[src/rtl/dma_arb_pkg.sv]
package dma_arb_pkg;
    localparam int PRIO_W = 2;

    typedef enum logic [0:0] {
        ARB_IDLE = 1'b0,
        ARB_BUSY = 1'b1
    } arb_state_e;
endpackage

[src/rtl/dma_req_qualify.sv]
// Forms each channel's internal request from its raw inputs.
module dma_req_qualify #(
    parameter int NUM_CH = 7
) (
    input  logic [NUM_CH-1:0] ch_enable,
    input  logic [NUM_CH-1:0] ch_hw_req,
    input  logic [NUM_CH-1:0] ch_mem2mem,
    input  logic [NUM_CH-1:0] ch_cnt_nz,
    output logic [NUM_CH-1:0] req
);
    for (genvar i = 0; i < NUM_CH; i++) begin : g_ch
        // trigger from peripheral or self, then gated by enable and count
        assign req[i] = ch_enable[i] & ch_cnt_nz[i] & (ch_hw_req[i] | ch_mem2mem[i]);
    end
endmodule

[src/rtl/dma_prio_select.sv]
// Two-level pick: highest software level first, lowest index inside it.
module dma_prio_select
    import dma_arb_pkg::*;
#(
    parameter int NUM_CH = 7
) (
    input  logic [NUM_CH-1:0]        req,
    input  logic [NUM_CH*PRIO_W-1:0] prio,
    output logic [NUM_CH-1:0]        win,
    output logic                     any
);
    localparam int LEVELS = 1 << PRIO_W;

    logic [LEVELS-1:0][NUM_CH-1:0] lvl_mask;
    logic [NUM_CH-1:0]             top_mask;

    for (genvar l = 0; l < LEVELS; l++) begin : g_lvl
        for (genvar i = 0; i < NUM_CH; i++) begin : g_ch
            assign lvl_mask[l][i] = req[i] &&
                (prio[i*PRIO_W +: PRIO_W] == PRIO_W'(l));
        end
    end

    always_comb begin
        top_mask = '0;
        for (int l = LEVELS - 1; l >= 0; l--) begin
            if (top_mask == '0) begin
                top_mask = lvl_mask[l];
            end
        end
    end

    // isolate lowest set bit: lowest index wins within the level
    assign win = top_mask & (~top_mask + NUM_CH'(1));
    assign any = |req;
endmodule

[src/rtl/dma_grant_ctrl.sv]
// Holds the grant for a whole transfer; re-arbitrates only when idle.
module dma_grant_ctrl
    import dma_arb_pkg::*;
#(
    parameter int NUM_CH = 7
) (
    input  logic              clk,
    input  logic              rst_n,
    input  logic [NUM_CH-1:0] win,
    input  logic              any,
    input  logic              xfer_done,
    output logic [NUM_CH-1:0] grant,
    output logic              busy
);
    typedef struct packed {
        arb_state_e        st;
        logic [NUM_CH-1:0] gnt;
    } ctrl_t;

    ctrl_t ctrl_d, ctrl_q;

    always_comb begin
        ctrl_d = ctrl_q;
        unique case (ctrl_q.st)
            ARB_IDLE: begin
                if (any) begin
                    ctrl_d.st  = ARB_BUSY;
                    ctrl_d.gnt = win;
                end
            end
            ARB_BUSY: begin
                if (xfer_done) begin
                    ctrl_d.st  = ARB_IDLE;
                    ctrl_d.gnt = '0;
                end
            end
            default: begin
                ctrl_d.st  = ARB_IDLE;
                ctrl_d.gnt = '0;
            end
        endcase
    end

    always_ff @(posedge clk or negedge rst_n) begin
        if (!rst_n) begin
            ctrl_q.st  <= ARB_IDLE;
            ctrl_q.gnt <= '0;
        end else begin
            ctrl_q <= ctrl_d;
        end
    end

    assign grant = ctrl_q.gnt;
    assign busy  = (ctrl_q.st == ARB_BUSY);
endmodule

[src/rtl/dma_chan_arbiter.sv]
module dma_chan_arbiter
    import dma_arb_pkg::*;
#(
    parameter int NUM_CH = 7
) (
    input  logic                     clk,
    input  logic                     rst_n,
    input  logic [NUM_CH-1:0]        ch_enable,
    input  logic [NUM_CH-1:0]        ch_hw_req,
    input  logic [NUM_CH-1:0]        ch_mem2mem,
    input  logic [NUM_CH-1:0]        ch_cnt_nz,
    input  logic [NUM_CH*PRIO_W-1:0] ch_prio,
    input  logic                     xfer_done,
    output logic [NUM_CH-1:0]        grant,
    output logic                     busy
);
    logic [NUM_CH-1:0] req;
    logic [NUM_CH-1:0] win;
    logic              any;

    dma_req_qualify #(.NUM_CH(NUM_CH)) u_qual (
        .ch_enable (ch_enable),
        .ch_hw_req (ch_hw_req),
        .ch_mem2mem(ch_mem2mem),
        .ch_cnt_nz (ch_cnt_nz),
        .req       (req)
    );

    dma_prio_select #(.NUM_CH(NUM_CH)) u_sel (
        .req (req),
        .prio(ch_prio),
        .win (win),
        .any (any)
    );

    dma_grant_ctrl #(.NUM_CH(NUM_CH)) u_ctrl (
        .clk      (clk),
        .rst_n    (rst_n),
        .win      (win),
        .any      (any),
        .xfer_done(xfer_done),
        .grant    (grant),
        .busy     (busy)
    );
endmodule

[config.mk]
export PLATFORM = sky130hd
export DESIGN_NAME = dma_chan_arbiter
export DESIGN_NICKNAME = d
export VERILOG_FILES = /design/src/rtl/dma_arb_pkg.sv /design/src/rtl/dma_req_qualify.sv /design/src/rtl/dma_prio_select.sv /design/src/rtl/dma_grant_ctrl.sv /design/src/rtl/dma_chan_arbiter.sv
export SDC_FILE = /design/constraint.sdc
export NUM_CORES = 1
export LEC_CHECK = 0
export BUFFER_PORTS_ARGS = -buffer_cell sky130_fd_sc_hd__buf_2
export CAP_MARGIN = 20
export CORE_MARGIN = 2
export CORE_UTILIZATION = 52
export CTS_BUF_LIST = sky130_fd_sc_hd__clkbuf_4
export CTS_CLUSTER_SIZE = 25
export DETAILED_ROUTE_END_ITERATION = 8
export PLACE_DENSITY = 0.88
export SLEW_MARGIN = 25
export SYNTH_ARGS = -nofsm -noshare
export SYNTH_HDL_FRONTEND = slang
export SYNTH_HIERARCHICAL = 1
export SYNTH_SLANG_ARGS = --single-unit
export TNS_END_PERCENT = 50
[constraint.sdc]
create_clock -name clk -period 1.8 [get_ports clk]
set_input_delay 0.09 -clock clk [delete_from_list [all_inputs] [get_ports clk]]
set_output_delay 0.09 -clock clk [all_outputs]
set_load 0.005 [all_outputs]
==> reports/results.ini, run 1 <==
[logic_synthesis]
ys_seq_area_frac = 0.180
synthFlopType = dfrtp_1
async_flop_share = 1.00
syn_avg_cell_area_sq_um = 9.58
syn_nets = 161
yosys_warnings = 6
synth_enable_flop_cells = 0
ys_types = 52
synth.cell_area_sq_um = 1110
synth-seq-cells = 8
syn_inst = 116

[clock_tree]
root_buffer = clkbuf_4
clock-sinks = 8
cts.path.max_buffers = 2
numCtsBuffers = 3
ctsResizeCount = 14
hold_buffers = 1
postCtsSetupRepairBufs = 4
ctsHtreeMaxLevel = 1

[run_status]
lastStage = 4_1_cts
status = stopped before the end
firstError = [ERROR DPL-0033] detailed placement checks failed during check placement.

[place]
hpwl_microns = 3490
place_area_sq_um = 1770
portBuffers = 52
routabilityCongestion = 0.985

[floorplanning]
die_h_microns = 50.2
io_pins = 53
num_rows = 16
initial_core_util = 0.561
die-width_microns = 50.2

-- logic make-up after synthesis --
kind of cell,Yosys count,synth area share
AO/OA/AOI/OAI,44,0.375
buffers and inverters,4,0.0304
flip-flops,8,0.180
multiplexers,7,0.0631
AND/OR/NAND/NOR,53,0.351
-- metrics by stage --
| step | cells | setup slack, ns | utilization |
|---|---|---|---|
| 3_5_place_dp | 235 | -0.621 | 0.891 |
| 2_1_floorplan | 116 | -0.305 | - |
| 3_3_place_gp | 235 | -0.497 | 0.891 |
-- cell usage after synthesis, types with 3 or more instances --
master,n,area (sq um)
dfrtp_1,8,200
o211a_1,8,80.1
mux2i_1,7,70.1
nand3_1,7,35.0
nor2_1,7,26.3
nand2_1,6,22.5
nor2b_1,6,37.5
o2bb2ai_1,6,52.6
nand3_2,4,40.0
nand3b_1,3,22.5
nor4_1,3,18.8
o21ai_0,3,15.0
==> inputs of run 2 (changes only) <==
--- a/config.mk
+++ b/config.mk
@@ -7,12 +7,10 @@
 export LEC_CHECK = 0
 export BUFFER_PORTS_ARGS = -buffer_cell sky130_fd_sc_hd__buf_2
 export CAP_MARGIN = 20
-export CORE_MARGIN = 2
-export CORE_UTILIZATION = 52
-export CTS_BUF_LIST = sky130_fd_sc_hd__clkbuf_4
-export CTS_CLUSTER_SIZE = 25
+export CORE_AREA = 2 2 63 65
 export DETAILED_ROUTE_END_ITERATION = 8
-export PLACE_DENSITY = 0.88
+export DIE_AREA = 0 0 65 67
+export PLACE_DENSITY_LB_ADDON = 0.15
 export SLEW_MARGIN = 25
 export SYNTH_ARGS = -nofsm -noshare
 export SYNTH_HDL_FRONTEND = slang
==> run 2 against run 1 <==
Net effect:
- the flow now finishes, with violations (negative setup slack)
- synthesized area unchanged
- synthesized cell count unchanged
==> reports/results.ini, run 2 <==
[run_status]
status = finished with violations  ; was stopped before the end
violations = negative setup slack

[logic_synthesis]
ys_seq_area_frac = 0.180  ; unchanged
ys_top_cells_by_count = dfrtp_1, o211a_1, mux2i_1, nand3_1, nor2_1  ; unchanged
synth.cell_area_sq_um = 1110  ; unchanged
syn_avg_cell_area_sq_um = 9.58  ; unchanged
synthTopCellsByArea = dfrtp_1, o211a_1, mux2i_1, o2bb2ai_1, nand3_2  ; unchanged
yosys_warnings = 6  ; unchanged
async_flop_share = 1.00  ; unchanged
ys_types = 52  ; unchanged
synth-seq-cells = 8  ; unchanged
syn_nets = 161  ; unchanged
synthFlopType = dfrtp_1  ; unchanged
synth.top_cell.area_share = 0.180  ; unchanged
synth_enable_flop_cells = 0  ; unchanged
yosys.area.top_type = dfrtp_1  ; unchanged
syn_inst = 116  ; unchanged

[sta]
period_share = 1.24
period_minus_slack_ns = 2.23
final_hold_viol_count = 0
setup_ws_ns = -0.430
fin_worst_skew_ns = 0.00173
setup_viol = 7
max_slew_margin = 0.736
slew_viol_final = 0
hold-worst-slack_ns = 0.0872
rsz0062_at_grt = true
max_slew.worst_pin.slew_ns = 0.396
max_freq_mhz = 448

[place]
routabilityCongestion = 0.887  ; was 0.985
portBuffers = 52  ; unchanged
place_area_sq_um = 1780  ; was 1770 sq um
dpl.cell_count = 254  ; was 235
hpwl_microns = 3050  ; was 3490 microns
dp_worst_setup_slack_ns = -0.634  ; was -0.621 ns

[detailed_routing]
dr.first_iter.drc_count = 51
totalWireLength_microns = 4010
first_pass_iters = 4
vias_per_cell = 5.30
vias = 1416
ant_nets = 0
avgRoutedWirePerCell_microns = 15.0
drcViolationCount = 0

[critical_path]
cp-start-kind = primary input
worst-endpoint-arrival_ns = 2.38
crit_path_max_fanout = 7
critical_path_class = primary input to register
cp-end-kind = register
required_ns = 1.95

[cells_and_area]
fill_cells = 334
nNetsFinal = 266
area_growth_pct = 87.8
final_common_cell = buf_4
antenna_cells = 0
drive_gt1_frac = 0.671
final_area_sq_um = 2090
fin_cells = 267
layout_common_cells = buf_4, buf_2, dfrtp_1
largest_reg_flops = 7

[floorplanning]
dieArea_sq_um = 4360
die_h_microns = 67  ; was 50.2 microns
core-area_sq_um = 3610
num_rows = 22  ; was 16
initial_core_util = 0.308  ; was 0.561
die-width_microns = 65  ; was 50.2 microns
io_pins = 53  ; unchanged

[power_and_ir_drop]
total_power_uw = 921
power.leakage_uw = 0.000972
max-vdd-ir-drop_uv = 403
powerDensity_nw_per_um2 = 441

[global_route]
grt_pass1_vias = 1395
grt_pass1_wl_microns = 6190
grt_max_degree = 12
antenna_found_initial = 0
grt_use_total = 0.181
overflow = 0

[clock_tree]
clock-sinks = 8  ; unchanged
ctsHtreeMaxLevel = 1  ; unchanged
cts.path.max_buffers = 2  ; unchanged
root_buffer = clkbuf_8  ; was clkbuf_4
clkLatencyLatePin_ns = 0.23
numCtsBuffers = 3  ; unchanged
cts_tree = built
clkTransAtPathRegs_ns = 0.04

[job]
maxCapViolCount = 0

[min_path]
hold_class = primary input to register

-- run 2: cell counts after synthesis --
No cell type changed its count.
-- run 2: final timing paths --
path / startpoint / end / slack [ns] / depth (start not counted)
min reg2reg: u_ctrl/grant[3] / u_ctrl/grant[3] / 0.50 / 1
min in group asynchronous: rst_n / u_ctrl/grant[5] / 0.27 / 2
max in group asynchronous: rst_n / u_ctrl/grant[1] / 1.36 / 2
min: xfer_done / u_ctrl/busy / 0.09 / 2
max reg2reg: u_ctrl/busy / u_ctrl/grant[2] / 0.67 / 2
max: ch_cnt_nz[6] / u_ctrl/grant[6] / -0.43 / 12
-- run 2: logic make-up after synthesis --
family                 synth area share
and+or+nand+nor                   0.351
AOI/OAI and AO/OA                 0.375
DFF                               0.180
muxes                            0.0631
buffers and inverters            0.0304
-- run 2: routing by layer --
layer	part of all wire	GRT usage	vias up	wire, microns
met1	0.42	0.221	642	1680
li1	-	-	690	-
met2	0.48	0.321	74	1940
met4	0.016	0.0293	0	64
met3	0.081	0.0473	10	325
met5	0	0	-	0
-- run 2: report_power, final --
part / switching [uW] / internal (uW)
Combinational: 229 / 266
Clock: 68.7 / 145
Sequential: 19.5 / 194
Total: 317 / 604
-- run 2: repair_timing --
| action | in CTS | in global routing |
|---|---|---|
| endpoints found under the hold margin | 8 | 0 |
| setup buffers | 2 | 7 |
| resized for setup | 5 | 23 |
| gates cloned | 0 | 0 |
| setup endpoints to repair | 7 | 7 |
| pin swaps | 6 | 6 |
| hold buffers | 1 | 0 |
-- run 2: stage by stage --
stage | utilization | TNS (ns)
3_3_place_gp | 0.493 | -3.12
3_5_place_dp | 0.493 | -3.43
6_report | 0.579 | -1.90
5_1_grt | 0.579 | -2.50
4_1_cts | 0.524 | -1.86
2_1_floorplan | - | -1.26
-- run 2: layout make-up --
type	instances	area (sq um)	share of cell area
Multi-Input combinational cell	104	1100	0.526
Timing Repair Buffer	103	684	0.328
Sequential cell	8	200	0.0959
Tap cell	48	60.1	0.0288
Clock buffer	3	41.3	0.0198
Inverter	1	3.75	0.00180
-- run 2: worst max-delay path, cell delays in order --
cell       delay [ns]
buf_2            0.09
o211a_4          0.18
nand3_4          0.09
nand4_4          0.14
buf_4            0.14
o31ai_4          0.08
or4_4            0.56
o41ai_4          0.30
o2111a_1         0.25
nor4bb_4         0.20
mux2i_1          0.11
o2bb2ai_1        0.14
No activity file was read; power rests on OpenSTA's default activity.
